$ cat src/rtl/i2c_aux_seg_pkg.sv
package i2c_aux_seg_pkg;

  typedef enum logic [2:0] {
    ST_IDLE,
    ST_FETCH,
    ST_ISSUE,
    ST_WAIT,
    ST_DONE
  } seg_state_e;

  // bytes taken by the next segment
  function automatic int unsigned seg_take(int unsigned rem, int unsigned cap);
    return (rem > cap) ? cap : rem;
  endfunction

  // true when the next segment empties the message
  function automatic logic seg_is_last(int unsigned rem, int unsigned cap);
    return rem <= cap;
  endfunction

  // transaction stays open if anything at all follows this segment
  function automatic logic seg_keep_open(int unsigned rem, int unsigned cap, logic more_msgs);
    return more_msgs || (rem > cap);
  endfunction

endpackage

$ cat src/rtl/i2c_aux_seg_msgcnt.sv
module i2c_aux_seg_msgcnt #(
  parameter int CNT_W = 5
) (
  input  logic             clk,
  input  logic             rst_n,
  input  logic             load_i,
  input  logic [CNT_W-1:0] total_i,
  input  logic             step_i,
  output logic [CNT_W-1:0] idx_o,
  output logic             last_msg_o,
  output logic             total_zero_o
);
  logic [CNT_W-1:0] idx_q;
  logic [CNT_W-1:0] total_q;

  always_ff @(posedge clk) begin
    if (!rst_n) begin
      idx_q   <= '0;
      total_q <= '0;
    end else if (load_i) begin
      idx_q   <= '0;
      total_q <= total_i;
    end else if (step_i) begin
      idx_q <= idx_q + CNT_W'(1);
    end
  end

  assign idx_o        = idx_q;
  assign last_msg_o   = (idx_q + CNT_W'(1)) == total_q;
  assign total_zero_o = (total_i == '0);
endmodule

$ cat src/rtl/i2c_aux_seg_cursor.sv
module i2c_aux_seg_cursor
  import i2c_aux_seg_pkg::*;
#(
  parameter int LEN_W   = 8,
  parameter int ADDR_W  = 7,
  parameter int SEG_MAX = 16,
  parameter int SEG_W   = 5
) (
  input  logic              clk,
  input  logic              rst_n,
  input  logic              load_i,
  input  logic [LEN_W-1:0]  len_i,
  input  logic [ADDR_W-1:0] addr_i,
  input  logic              rd_i,
  input  logic              adv_i,
  output logic [LEN_W-1:0]  rem_o,
  output logic [LEN_W-1:0]  off_o,
  output logic [ADDR_W-1:0] addr_o,
  output logic              rd_o,
  output logic [SEG_W-1:0]  seg_o,
  output logic              last_seg_o
);
  logic [LEN_W-1:0]  rem_q;
  logic [LEN_W-1:0]  off_q;
  logic [ADDR_W-1:0] addr_q;
  logic              rd_q;

  assign seg_o      = SEG_W'(seg_take(32'(rem_q), SEG_MAX));
  assign last_seg_o = seg_is_last(32'(rem_q), SEG_MAX);

  always_ff @(posedge clk) begin
    if (!rst_n) begin
      rem_q  <= '0;
      off_q  <= '0;
      addr_q <= '0;
      rd_q   <= 1'b0;
    end else if (load_i) begin
      rem_q  <= len_i;
      off_q  <= '0;
      addr_q <= addr_i;
      rd_q   <= rd_i;
    end else if (adv_i) begin
      rem_q <= rem_q - LEN_W'(seg_o);
      off_q <= off_q + LEN_W'(seg_o);
    end
  end

  assign rem_o  = rem_q;
  assign off_o  = off_q;
  assign addr_o = addr_q;
  assign rd_o   = rd_q;
endmodule

$ cat src/rtl/i2c_aux_seg_fsm.sv
module i2c_aux_seg_fsm
  import i2c_aux_seg_pkg::*;
(
  input  logic clk,
  input  logic rst_n,
  input  logic start_i,
  input  logic total_zero_i,
  input  logic desc_valid_i,
  input  logic desc_empty_i,
  input  logic req_ready_i,
  input  logic rsp_valid_i,
  input  logic rsp_fail_i,
  input  logic last_seg_i,
  input  logic last_msg_i,
  output logic load_cnt_o,
  output logic load_cur_o,
  output logic adv_o,
  output logic step_o,
  output logic fin_err_o,
  output logic busy_o,
  output logic desc_ready_o,
  output logic req_valid_o,
  output logic awaiting_o,
  output logic done_o
);
  seg_state_e st_q, st_d;

  always_comb begin
    st_d       = st_q;
    load_cnt_o = 1'b0;
    load_cur_o = 1'b0;
    adv_o      = 1'b0;
    step_o     = 1'b0;
    fin_err_o  = 1'b0;
    unique case (st_q)
      ST_IDLE: begin
        if (start_i) begin
          load_cnt_o = 1'b1;
          st_d       = total_zero_i ? ST_DONE : ST_FETCH;
        end
      end
      ST_FETCH: begin
        if (desc_valid_i) begin
          if (desc_empty_i) begin
            step_o = 1'b1;
            st_d   = last_msg_i ? ST_DONE : ST_FETCH;
          end else begin
            load_cur_o = 1'b1;
            st_d       = ST_ISSUE;
          end
        end
      end
      ST_ISSUE: begin
        if (req_ready_i) st_d = ST_WAIT;
      end
      ST_WAIT: begin
        if (rsp_valid_i) begin
          if (rsp_fail_i) begin
            fin_err_o = 1'b1;
            st_d      = ST_DONE;
          end else begin
            adv_o = 1'b1;
            if (last_seg_i) begin
              step_o = 1'b1;
              st_d   = last_msg_i ? ST_DONE : ST_FETCH;
            end else begin
              st_d = ST_ISSUE;
            end
          end
        end
      end
      ST_DONE: st_d = ST_IDLE;
      default: st_d = ST_IDLE;
    endcase
  end

  always_ff @(posedge clk) begin
    if (!rst_n) st_q <= ST_IDLE;
    else        st_q <= st_d;
  end

  assign busy_o       = (st_q != ST_IDLE);
  assign desc_ready_o = (st_q == ST_FETCH);
  assign req_valid_o  = (st_q == ST_ISSUE);
  assign awaiting_o   = (st_q == ST_WAIT);
  assign done_o       = (st_q == ST_DONE);
endmodule

$ cat src/rtl/i2c_aux_seg_bridge.sv
module i2c_aux_seg_bridge
  import i2c_aux_seg_pkg::*;
#(
  parameter int MAX_MSGS = 16,
  parameter int LEN_W    = 8,
  parameter int ADDR_W   = 7,
  parameter int SEG_MAX  = 16,
  parameter int CODE_W   = 2,
  localparam int CNT_W   = $clog2(MAX_MSGS + 1),
  localparam int SEG_W   = $clog2(SEG_MAX + 1)
) (
  input  logic              clk,
  input  logic              rst_n,
  input  logic              start_i,
  input  logic [CNT_W-1:0]  msg_count_i,
  output logic              busy_o,
  input  logic              desc_valid_i,
  output logic              desc_ready_o,
  input  logic [ADDR_W-1:0] desc_addr_i,
  input  logic              desc_rd_i,
  input  logic [LEN_W-1:0]  desc_len_i,
  output logic              req_valid_o,
  input  logic              req_ready_i,
  output logic [ADDR_W-1:0] req_addr_o,
  output logic              req_rd_o,
  output logic              req_mot_o,
  output logic [SEG_W-1:0]  req_len_o,
  output logic [CNT_W-1:0]  req_msg_o,
  output logic [LEN_W-1:0]  req_offset_o,
  input  logic              rsp_valid_i,
  input  logic [CODE_W-1:0] rsp_code_i,
  output logic              done_o,
  output logic              done_err_o,
  output logic [CODE_W-1:0] done_code_o,
  output logic [CNT_W-1:0]  done_count_o
);
  // named internal events, also watched by the checker
  logic             load_cnt, load_cur, adv, step, fin_err;
  logic             total_zero, last_msg, last_seg, awaiting_rsp;
  logic [LEN_W-1:0] seg_rem;
  logic [CNT_W-1:0] msg_idx;

  i2c_aux_seg_fsm u_fsm (
    .clk          (clk),
    .rst_n        (rst_n),
    .start_i      (start_i),
    .total_zero_i (total_zero),
    .desc_valid_i (desc_valid_i),
    .desc_empty_i (desc_len_i == '0),
    .req_ready_i  (req_ready_i),
    .rsp_valid_i  (rsp_valid_i),
    .rsp_fail_i   (rsp_code_i != '0),
    .last_seg_i   (last_seg),
    .last_msg_i   (last_msg),
    .load_cnt_o   (load_cnt),
    .load_cur_o   (load_cur),
    .adv_o        (adv),
    .step_o       (step),
    .fin_err_o    (fin_err),
    .busy_o       (busy_o),
    .desc_ready_o (desc_ready_o),
    .req_valid_o  (req_valid_o),
    .awaiting_o   (awaiting_rsp),
    .done_o       (done_o)
  );

  i2c_aux_seg_msgcnt #(.CNT_W(CNT_W)) u_cnt (
    .clk          (clk),
    .rst_n        (rst_n),
    .load_i       (load_cnt),
    .total_i      (msg_count_i),
    .step_i       (step),
    .idx_o        (msg_idx),
    .last_msg_o   (last_msg),
    .total_zero_o (total_zero)
  );

  i2c_aux_seg_cursor #(
    .LEN_W(LEN_W), .ADDR_W(ADDR_W), .SEG_MAX(SEG_MAX), .SEG_W(SEG_W)
  ) u_cur (
    .clk        (clk),
    .rst_n      (rst_n),
    .load_i     (load_cur),
    .len_i      (desc_len_i),
    .addr_i     (desc_addr_i),
    .rd_i       (desc_rd_i),
    .adv_i      (adv),
    .rem_o      (seg_rem),
    .off_o      (req_offset_o),
    .addr_o     (req_addr_o),
    .rd_o       (req_rd_o),
    .seg_o      (req_len_o),
    .last_seg_o (last_seg)
  );

  assign req_mot_o    = seg_keep_open(32'(seg_rem), SEG_MAX, !last_msg);
  assign req_msg_o    = msg_idx;
  assign done_count_o = msg_idx;

  logic              err_q;
  logic [CODE_W-1:0] code_q;

  always_ff @(posedge clk) begin
    if (!rst_n || load_cnt) begin
      err_q  <= 1'b0;
      code_q <= '0;
    end else if (fin_err) begin
      err_q  <= 1'b1;
      code_q <= rsp_code_i;
    end
  end

  assign done_err_o  = err_q;
  assign done_code_o = code_q;
endmodule

$ cat config.mk
export PLATFORM = sky130hd
export DESIGN_NAME = i2c_aux_seg_bridge
export DESIGN_NICKNAME = d
export VERILOG_FILES = /design/src/rtl/i2c_aux_seg_pkg.sv /design/src/rtl/i2c_aux_seg_msgcnt.sv /design/src/rtl/i2c_aux_seg_cursor.sv /design/src/rtl/i2c_aux_seg_fsm.sv /design/src/rtl/i2c_aux_seg_bridge.sv
export SDC_FILE = /design/constraint.sdc
export NUM_CORES = 1
export LEC_CHECK = 0
export CAP_MARGIN = 20
export CORE_MARGIN = 2
export CORE_UTILIZATION = 35
export DETAILED_ROUTE_END_ITERATION = 8
export HOLD_SLACK_MARGIN = 0.15
export SYNTH_ARGS = -nofsm -noshare
export SYNTH_HDL_FRONTEND = slang
export SYNTH_SLANG_ARGS = --single-unit
$ cat constraint.sdc
create_clock -name clk -period 6.59 [get_ports clk]
set_input_delay 0.659 -clock clk [delete_from_list [all_inputs] [get_ports clk]]
set_output_delay 0.659 -clock clk [all_outputs]
set_load 0.01 [all_outputs]
==> results of run 1 <==
layer usage:
| layer | up-vias | GRT usage | routed length, um |
|---|---|---|---|
| met2 | 57 | 0.2480 | 2529 |
| met1 | 961 | 0.2156 | 2708 |
| met5 | - | 0 | 0 |
| li1 | 1105 | - | - |
| met4 | 0 | 0.06158 | 107 |
| met3 | 8 | 0.04253 | 324 |
cells in the mapped netlist (all sizes together) (6+ instances only):
master | count | area share
nand3 | 10 | 0.023
a21oi | 24 | 0.054
nand2 | 42 | 0.071
a211oi | 9 | 0.030
nor2 | 24 | 0.041
inv | 7 | 0.012
ha | 7 | 0.039
xnor2 | 8 | 0.032
o21ai | 14 | 0.033
dfxtp | 40 | 0.36
clkbuf | 9 | 0.015
and3 | 6 | 0.017
state kept, by name, summed over array words and instances (netlist names):
register,flops
u_cnt.idx_o,5
u_fsm.st_q,3
done_err_o,1
u_cur.rem_o,8
u_cur.addr_o,7
u_cur.off_o,8
done_code_o,2
u_cnt.total_q,5
u_cur.rd_o,1
power groups by stage:
stage	registers, W	logic (W)	clock network (W)
2_1_floorplan	0.000285	0.000147	0
3_3_place_gp	0.000297	0.000224	0
3_5_place_dp	0.000297	0.000224	0
4_1_cts	0.000292	0.000225	0.000229
5_1_grt	0.000298	0.000247	0.000242
6_report	0.000292	0.000224	0.000221
worst register-to-register path, stage by stage (launching register included):
cell and delay, ns:
sky130_fd_sc_hd__dfxtp_1 0.35, sky130_fd_sc_hd__nor3_1 0.66, sky130_fd_sc_hd__nand2_1 0.29, sky130_fd_sc_hd__nor2_1 0.31
sky130_fd_sc_hd__ha_1 0.28, sky130_fd_sc_hd__a21o_1 0.17, sky130_fd_sc_hd__o21ba_2 0.22, sky130_fd_sc_hd__o311ai_0 0.35
sky130_fd_sc_hd__xor2_1 0.17, sky130_fd_sc_hd__nor2_1 0.05
final timing paths:
check	startpoint	to	slack (ns)
setup / recovery	u_cur.rem_o[5]	req_len_o[1]	3.44
hold / removal	done_err_o	done_err_o	0.45
setup reg to reg	u_cur.rem_o[5]	u_cur.off_o[5]	3.63
hold reg to reg	done_err_o	done_err_o	0.45
cell usage in the layout, fill, tap and decap left out, types with 4 or more instances in the layout:
cell / netlist / layout
sky130_fd_sc_hd__nand2_1: 42 / 42
sky130_fd_sc_hd__and3_1: 6 / 6
sky130_fd_sc_hd__a211oi_1: 9 / 9
sky130_fd_sc_hd__o21ai_0: 12 / 12
sky130_fd_sc_hd__ha_1: 7 / 7
sky130_fd_sc_hd__xnor2_1: 8 / 8
sky130_fd_sc_hd__xor2_1: 5 / 5
sky130_fd_sc_hd__nand3_1: 10 / 10
sky130_fd_sc_hd__a21oi_1: 24 / 24
sky130_fd_sc_hd__a21o_1: 4 / 4
sky130_fd_sc_hd__a31oi_1: 4 / 4
sky130_fd_sc_hd__nor2_1: 24 / 24
sky130_fd_sc_hd__mux2i_1: 5 / 5
sky130_fd_sc_hd__clkdlybuf4s50_1: 0 / 67
sky130_fd_sc_hd__nor3_1: 5 / 5
sky130_fd_sc_hd__clkbuf_8: 0 / 7
sky130_fd_sc_hd__inv_1: 7 / 7
sky130_fd_sc_hd__dfxtp_1: 40 / 40
cells by family after synthesis:
| kind of cell | Yosys count | share of synthesized area |
|---|---|---|
| AO/OA/AOI/OAI | 74 | 0.2157 |
| AND/OR/NAND/NOR | 111 | 0.2444 |
| adder cells (fa/ha/maj) | 8 | 0.04842 |
| XOR/XNOR | 13 | 0.05124 |
| flip-flops | 40 | 0.3604 |
| multiplexers | 6 | 0.03266 |
| other | 1 | 0.001688 |
| buffers and inverters | 22 | 0.04561 |
through the flow:
stage / std cells / setup WS [ns] / area, um^2 / hold slack (ns)
after global routing: 413 / 3.197 / 3044 / 0.4695
after floorplan: 275 / 3.894 / 2222 / 0.4412
after global placement: 405 / 3.639 / 2918 / 0.4400
after CTS: 413 / 3.427 / 3044 / 0.4557
after detailed placement: 405 / 3.610 / 2918 / 0.4424
final: 413 / 3.438 / 3044 / 0.4491
layout make-up:
cell class / instances / area, um^2
Clock buffer: 7 / 96.34
Clock inverter: 1 / 30.03
Inverter: 8 / 30.03
Timing Repair Buffer: 67 / 670.6
Fill cell: 623 / 3197
Tap cell: 77 / 96.34
Multi-Input combinational cell: 213 / 1320
Sequential cell: 40 / 800.8
==> metrics.md, run 1 <==
| Metric | Value |
|---|---|
| Share of the yosys chip area belonging to registers | 0.3604 |
| Total negative slack | 0 ns |
| Comb power frac | 0.304 |
| Drt drc | 0 |
| Vias per std cell | 5.160 |
| Setup repair after global routing missed its margin | no |
| Post-cts resize count | 0 |
| Number of buffers created by CTS | 5 |
| Share of total power in sequential cells | 0.396 |
| WL final | 5670 um |
| CTS sink count | 40 |
| Total setup buffers inserted after CTS | 0 |
| Post-synthesis cell count | 275 |
| Overflow after GRT | 0 |
| Via count of the first global-routing pass | 1947 |
| Number of unique standard cell types used by synthesis | 52 |
| Netlist area before placement | 0.002222 mm^2 |
| Reg2reg path depth | 9 |
| Die outline width | 83.68 um |
| Number of DRC markers in iteration 0 | 110 |
| Critical path depth in cells | 4 |
| Number of warning messages in the yosys log | 0 |
| Die footprint | 0.007002 mm^2 |
| Share of async-settable or async-resettable flops after synthesis | 0 |
| Delay contributed by the slowest stage of the critical path | 0.66 ns |
| Number of H-tree levels | 2 |
| Lkg Pwr | 1.124 nW |
| Height of the die | 83.68 um |
| Average detailed-routed wire length per instance | 13.73 um |
| Cell Int Power | 0.0005047 W |
| Starting density of the core | 0.3561 |
| Worst Hold Depth | 2 |
| Kind of launch point of the worst setup path | register |
| Clock share of power | 0.300 |
| CP cell instances | nor3_1 > nand2_1 > nor2_1 > clkdlybuf4s50_1 |
| Average cell area after synthesis | 8.080 um^2 |
| Critical Setup Path Class | register to primary output |
| Flip-flop and latch count after synthesis | 40 |
| Total Nets Final | 372 |
| Number of vias after detailed routing | 2131 |
| Slew Limit Headroom | 0.3934 |
| Placeable core area | 0.006241 mm^2 |
| Clock period minus final worst setup slack | 3.152 ns |
| Pin count of the biggest net entering global routing | 19 |
| Outcome | finished clean |
| Ratio of cells with drive above 1 in the final layout | 0.05357 |
| Design Power | 0.0007382 W |
| Number of nets still failing antenna checks after routing | 0 |
| Maximum ir drop on the vdd rail | 0.1027 mV |
| Largest delay share family, worst path | simple AND/OR/NAND/NOR gates |
| Number of enable flip-flop cells after synthesis | 0 |
| Bufs and invs on worst path | 1 |
| Final hold violation count | 0 |
| Global Route Usage Sum | 0.1611 |
| Final setup violation count | 0 |
| Final Slew Violations | 0 |
| Arrival time of data at the critical path endpoint | 2.49 ns |
| Data required, critical path | 5.93 ns |
| Cell with the largest stage delay on the worst path | sky130_fd_sc_hd__nor3_1 |
| Top_reg_cell synth | sky130_fd_sc_hd__dfxtp_1 |
| Reported net switching power | 0.0002335 W |
| Fraction of power spent switching nets | 0.3163 |
| Count of buffers inserted at the top-level ports | 67 |
| Reg clk slew, reported paths | 0.08 ns |
| Max Fclk | 317.3 MHz |
| Measured slew at the worst slew-check pin | 0.9029 ns |
| CTS Hold Buffers Added | 0 |
| Final period utilization | 0.4783 |
| Wire length of the first global-routing pass | 9239 um |
| End-of-flow core utilization | 0.4878 |
| Site Rows | 29 |
| Worst-Skew Late Latency | 0.29 ns |
| Critical path capture point type | primary output |
| Clock skew after layout | 0.004629 ns |
| Final estimated routing congestion in global placement | 0.8639 |
| Clk buf depth | 2 |
| Reported max-cap violation count | 0 |
| Post-synth net total | 312 |
| Initial antenna violation count | 0 |
| Estimated wirelength of the detail-placed design | 4298 um |
| Area growth from synthesis to final layout | 36.99% |
| Crit Path Max Fanout | 9 |
| Clock root buffer | sky130_fd_sc_hd__clkbuf_8 |
| Number of ports placed on the die boundary | 68 |
| Router iterations before antenna repair | 4 |
| CTS tree | done |
| Power per Cell Area | 242.5 mW/mm^2 |
| HP Class | register to register |
| Number of antenna repair diodes | 0 |
(Power assumes the default switching activity.)
==> run 2: changes to the inputs <==
clock period = 3.1 ns   (was 6.59 ns; I/O delays follow)
==> metrics.md, run 2 (synthesis results as in run 1) <==
| Metric | Value |
|---|---|
| Bufs and invs on worst path | 0 (-1) |
| Final setup violation count | 0 (unchanged) |
| Final hold violation count | 0 (unchanged) |
| Reported max-cap violation count | 0 (unchanged) |
| End-of-flow core utilization | 0.4892 (+0.001403) |
| Final period utilization | 0.8705 |
| CTS Hold Buffers Added | 0 (unchanged) |
| CP cell instances | nor3_1 > nand2_1 > nor2_1 > ha_1 > o21ai_0 > o21ba_2 > o311ai_0 > xor2_1 > nor2_1 |
| Clock share of power | 0.252 (-0.048) |
| Number of antenna repair diodes | 0 (unchanged) |
| Number of DRC markers in iteration 0 | 58 (-47%) |
| Area after DPL | 0.002948 mm^2 (+1.0%) |
| Clk buf depth | 2 (unchanged) |
| Number of nets still failing antenna checks after routing | 0 (unchanged) |
| Reg2reg path depth | 9 (unchanged) |
| Die footprint | 0.007002 mm^2 (unchanged) |
| Clock period minus final worst setup slack | 2.698 ns |
| Cell Int Power | 0.0009811 W (+94%) |
| Average detailed-routed wire length per instance | 13.74 um (+0.11%) |
| Worst Hold Depth | 2 (unchanged) |
| Die outline width | 83.68 um (unchanged) |
| Critical Path Most Common Cell | sky130_fd_sc_hd__nor2_1 |
| Site Rows | 29 (unchanged) |
| Measured slew at the worst slew-check pin | 0.9056 ns (+0.002706 ns) |
| Ratio of cells with drive above 1 in the final layout | 0.06765 (+0.01408) |
| Clock root buffer | sky130_fd_sc_hd__clkbuf_8 |
| Final estimated routing congestion in global placement | 0.9036 (+4.6%) |
| Number of H-tree levels | 2 (unchanged) |
| Wire length of the first global-routing pass | 9515 um (+3.0%) |
| Total setup buffers inserted after CTS | 0 (unchanged) |
| Initial antenna violation count | 0 (unchanged) |
| Reported net switching power | 0.0005102 W (+120%) |
| Comb power frac | 0.331 (+0.027) |
| Max Fclk | 370.6 MHz |
| Vias per std cell | 5.170 (+0.20%) |
| Critical path capture point type | register |
| Clock skew after layout | 0.007733 ns (+0.003105 ns) |
| Final cell count without fillers | 417 (+0.97%) |
| Power per Cell Area | 488.5 mW/mm^2 (+100%) |
| Count of buffers inserted at the top-level ports | 67 (unchanged) |
| Data required, critical path | 3.27 ns (-2.66 ns) |
| Pin count of the biggest net entering global routing | 18 (-1) |
| Outcome | finished clean |
| Smallest hold slack | 0.4540 ns (+0.004840 ns) |
| Cell with the largest stage delay on the worst path | sky130_fd_sc_hd__nor3_1 |
| CTS sink count | 40 (unchanged) |
| Commonest non-fill, non-tap cells in the layout | 67 x sky130_fd_sc_hd__clkdlybuf4s50_1, 42 x sky130_fd_sc_hd__nand2_1, 40 x sky130_fd_sc_hd__dfxtp_1 |
| Crit Path Max Fanout | 6 (-3) |
| Critical Setup Path Class | register to register |
| Critical path depth in cells | 9 (+5) |
| Worst-Skew Late Latency | 0.29 ns (about the same) |
| Arrival time of data at the critical path endpoint | 2.87 ns (+0.38 ns) |
| Setup repair after global routing missed its margin | no |
| Drt drc | 0 (unchanged) |
| Total negative slack | 0 ns (unchanged) |
| Leading cell type in the layout, fill and taps excluded | sky130_fd_sc_hd__clkdlybuf4s50_1 |
| Router iterations before antenna repair | 4 (unchanged) |
| Height of the die | 83.68 um (unchanged) |
| Reg clk slew, reported paths | 0.08 ns (about the same) |
| Number of ports placed on the die boundary | 68 (unchanged) |
| Maximum ir drop on the vdd rail | 0.2924 mV (+180%) |
| Placeable core area | 0.006241 mm^2 (unchanged) |
| Total Nets Final | 376 (+1.1%) |
| Share of total power in sequential cells | 0.416 (+0.020) |
| Lkg Pwr | 1.130 nW (+0.58%) |
| Number of vias after detailed routing | 2156 (+1.2%) |
| Final design instance area without fill | 0.003053 mm^2 (+0.29%) |
| Kind of launch point of the worst setup path | register |
| CTS tree | done |
| Number of buffers created by CTS | 5 (unchanged) |
| Placed insts | 409 (+0.99%) |
| Via count of the first global-routing pass | 1992 (+2.3%) |
| Starting density of the core | 0.3561 (unchanged) |
| Estimated wirelength of the detail-placed design | 4264 um (-0.81%) |
| Overflow after GRT | 0 (unchanged) |
| Final Slew Violations | 0 (unchanged) |
| Fraction of power spent switching nets | 0.3421 (+0.02576) |
| WL final | 5731 um (+1.1%) |
| Post-cts resize count | 0 (unchanged) |
| Delay contributed by the slowest stage of the critical path | 0.51 ns (-0.15 ns) |
| Global Route Usage Sum | 0.1642 (+0.003172) |
| Slew Limit Headroom | 0.3916 (-0.001817) |
| Area growth from synthesis to final layout | 37.39% |
| HP Class | register to register |
| Largest delay share family, worst path | simple AND/OR/NAND/NOR gates |
## run 2: changes by cell type in the layout (fill, tap and decap cells not counted), sizes merged
cell	previous run	this run
bufinv	1	0
clkbuf	7	6
buf	0	4
clkinvlp	0	2
## run 2: power groups by stage
| stage | logic, W | registers, W | clock network [W] |
|---|---|---|---|
| after CTS | 0.000497 | 0.000619 | 0.000390 |
| after detailed placement | 0.000494 | 0.000630 | 0 |
| after global routing | 0.000549 | 0.000632 | 0.000411 |
| after global placement | 0.000492 | 0.000629 | 0 |
| after floorplan | 0.000312 | 0.000606 | 0 |
| final | 0.000494 | 0.000621 | 0.000376 |
## run 2: through the flow
| step | total power [W] | worst slack [ns] |
|---|---|---|
| global route | 0.001592 | 0.1328 |
| finish | 0.001491 | 0.4015 |
| global placement | 0.001121 | 0.4467 |
| floorplan | 0.0009178 | 0.4038 |
| CTS | 0.001507 | 0.2462 |
| detailed placement | 0.001124 | 0.3135 |
## run 2: worst paths after layout
path              startpoint         endpoint  slack (ns)
min reg2reg  u_cur.addr_o[6]  u_cur.addr_o[6]        0.45
max           u_cur.rem_o[5]   u_cur.off_o[5]        0.40
max reg2reg   u_cur.rem_o[5]   u_cur.off_o[5]        0.40
min          u_cur.addr_o[6]  u_cur.addr_o[6]        0.45
## run 2: layout make-up
class / instances / area (um^2)
Clock buffer: 6 / 82.58
Inverter: 8 / 30.03
Timing Repair Buffer: 71 / 700.7
Sequential cell: 40 / 800.8
Tap cell: 77 / 96.34
Multi-Input combinational cell: 213 / 1328
Clock inverter: 2 / 15.01
Fill cell: 636 / 3188
## run 2: layer usage
metal	track usage	wire length [um]
met5	0	0
met4	0.05425	120
met3	0.04055	360
met2	0.2538	2511
met1	0.2243	2739
## run 2: worst reg2reg max path, delay by kind of cell (launching register included)
kind | cells | cell delay (ns)
XOR/XNOR | 1 | 0.17
AO/OA/AOI/OAI | 3 | 0.69
flip-flops | 1 | 0.34
adder cells (fa/ha/maj) | 1 | 0.31
AND/OR/NAND/NOR | 4 | 1.06
==> run 3: changes to the inputs <==
HOLD_SLACK_MARGIN = 0.12   (was 0.15)
PLACE_DENSITY = 0.65   (was not set)
SLEW_MARGIN = 5   (was not set)
clock period = 2.2 ns   (was 3.1 ns; I/O delays follow)
==> metrics.md, run 3 (synthesis results as in run 1) <==
| Metric | Value |
|---|---|
| Outcome | finished, violations left |
| Violated checks | setup timing |
| Total Nets Final | 413 (+9.8%) |
| Reg clk slew, reported paths | 0.08 ns (about the same) |
| Reported net switching power | 0.0007755 W (+52%) |
| Reported max-cap violation count | 0 (unchanged) |
| Average detailed-routed wire length per instance | 14.21 um (+3.4%) |
| Global Route Usage Sum | 0.1843 (+0.02010) |
| Starting density of the core | 0.3561 (unchanged) |
| Cell Int Power | 0.001544 W (+57%) |
| Number of ports placed on the die boundary | 68 (unchanged) |
| Clock period minus final worst setup slack | 2.240 ns (-0.4589 ns) |
| Number of buffers created by CTS | 5 (unchanged) |
| Design Power | 0.002319 W (+56%) |
| Die footprint | 0.007002 mm^2 (unchanged) |
| HP Class | register to register |
| Area growth from synthesis to final layout | 56.25% |
| Final estimated routing congestion in global placement | 0.8951 (-0.94%) |
| Estimated wirelength of the detail-placed design | 4741 um (+11%) |
| Placeable core area | 0.006241 mm^2 (unchanged) |
| Count of buffers inserted at the top-level ports | 67 (unchanged) |
| Clock skew after layout | 0.005160 ns (-0.002574 ns) |
| Clock root buffer | sky130_fd_sc_hd__clkbuf_8 |
| Setup repair after global routing missed its margin | yes |
| Clock share of power | 0.234 (-0.018) |
| Measured slew at the worst slew-check pin | 0.9032 ns (-0.002446 ns) |
| Number of DRC markers in iteration 0 | 160 (+180%) |
| Number of vias after detailed routing | 2367 (+9.8%) |
| CTS sink count | 40 (unchanged) |
| Number of H-tree levels | 2 (unchanged) |
| Ratio of cells with drive above 1 in the final layout | 0.2074 (+0.1398) |
| GR peak layer | met2 |
| Data required, critical path | 2.38 ns (-0.89 ns) |
| Lkg Pwr | 1.346 nW (+19%) |
| Final hold violation count | 0 (unchanged) |
| Critical Setup Path Class | register to register |
| Height of the die | 83.68 um (unchanged) |
| Share of total power in sequential cells | 0.361 (-0.055) |
| Worst-Skew Late Latency | 0.29 ns (about the same) |
| Power per Cell Area | 667.9 mW/mm^2 (+37%) |
| Wire length of the first global-routing pass | 10650 um (+12%) |
| Die outline width | 83.68 um (unchanged) |
| Global routing usage on met2 | 0.2996 (+0.04582) |
| Arrival time of data at the critical path endpoint | 2.42 ns (-0.45 ns) |
| GRT met1 Usage | 0.2411 (+0.01687) |
| Kind of launch point of the worst setup path | register |
| Final period utilization | 1.018 (+0.1475) |
| Slew Limit Headroom | 0.3932 (+0.001643) |
| CTS tree | done |
| Vias per std cell | 5.225 (+1.1%) |
| Router iterations before antenna repair | 4 (unchanged) |
| Pin count of the biggest net entering global routing | 18 (unchanged) |
| Drt drc | 0 (unchanged) |
| End-of-flow core utilization | 0.5563 (+0.06716) |
| WL final | 6438 um (+12%) |
| Delay contributed by the slowest stage of the critical path | 0.41 ns (-0.10 ns) |
| Via count of the first global-routing pass | 2266 (+14%) |
| Comb power frac | 0.405 (+0.074) |
| Cell with the largest stage delay on the worst path | sky130_fd_sc_hd__o41ai_4 |
| Clk buf depth | 2 (unchanged) |
| Maximum ir drop on the vdd rail | 0.3255 mV (+11%) |
| Max Fclk | 446.5 MHz (+20%) |
| CP cell instances | o41ai_4 > nand2_2 > nor2_4 > ha_4 > a21o_1 > o21ba_4 > o311ai_4 > xor2_1 > nor2_1 |
| Number of antenna repair diodes | 0 (unchanged) |
| Site Rows | 29 (unchanged) |
| Overflow after GRT | 0 (unchanged) |
| Met3 usage in global routing | 0.04253 (+0.001978) |
| Fraction of power spent switching nets | 0.3344 (-0.007718) |
| Commonest non-fill, non-tap cells in the layout | 63 x sky130_fd_sc_hd__clkdlybuf4s50_1, 41 x sky130_fd_sc_hd__nand2_1, 41 x sky130_fd_sc_hd__buf_4 |
| Final Slew Violations | 0 (unchanged) |
| Final setup violation count | 4 (+4) |
| Initial antenna violation count | 0 (unchanged) |
| Critical path capture point type | register |
| Final setup slack of the worst path | -0.03951 ns (-0.4411 ns) |
| Number of nets still failing antenna checks after routing | 0 (unchanged) |
| Leading cell type in the layout, fill and taps excluded | sky130_fd_sc_hd__clkdlybuf4s50_1 |
| Crit Path Max Fanout | 3 (-3) |
-- run 3: critical path: cells and delay by family, from the launching register on --
kind | cells | cell delay [ns]
compound gates | 4 | 1.07
xor+xnor | 1 | 0.17
fa+ha+maj | 1 | 0.21
flops | 1 | 0.34
simple gates | 3 | 0.35
-- run 3: cell type report --
type,count,area (um^2)
tap,77,96.34
sequential,40,807.0
clock buffer,7,96.34
multi-input combinational,213,1464
fill,607,2769
timing repair buffer,108,978.4
inverter,8,30.03
-- run 3: power groups by stage --
stage | clock network, W | registers [W] | logic [W]
3_3_place_gp | 0 | 0.000847 | 0.000889
3_5_place_dp | 0 | 0.000848 | 0.000890
5_1_grt | 0.000582 | 0.000847 | 0.00103
4_1_cts | 0.000552 | 0.000833 | 0.000898
2_1_floorplan | 0 | 0.000859 | 0.000457
6_report | 0.000542 | 0.000838 | 0.000939
-- run 3: metrics by stage --
stage	hold WS (ns)	TNS [ns]	cell area, um^2	setup WS (ns)	std cells
floorplan	0.3504	-0.08609	2265	-0.06252	275
global placement	0.4410	-0.09977	3242	-0.04508	443
detailed placement	0.4435	-0.4129	3242	-0.09215	443
CTS	0.4554	0	3372	0.003311	450
global route	0.4837	-0.7725	3472	-0.1510	453
finish	0.4535	-0.09867	3472	-0.03951	453
-- run 3: final timing paths --
kind | start | endpoint | slack, ns | depth (start not counted)
max | u_cur.rem_o[3] | u_cur.off_o[5] | -0.04 | 9
min reg2reg | done_err_o | done_err_o | 0.45 | 2
max reg2reg | u_cur.rem_o[3] | u_cur.off_o[5] | -0.04 | 9
min | done_err_o | done_err_o | 0.45 | 2
-- run 3: what timing repair did --
item | 4_1_cts | 5_1_grt
hold buffers | 0 | 0
setup endpoints to repair | 9 | 9
pin swaps | 2 | 10
setup buffers | 0 | 3
resized for setup | 12 | 14
-- run 3: layer usage --
layer	share of wire	vias to the layer above
met3	0.051	8
met2	0.48	67
met4	0.017	0
met1	0.45	1112
li1	-	1180
met5	0	-
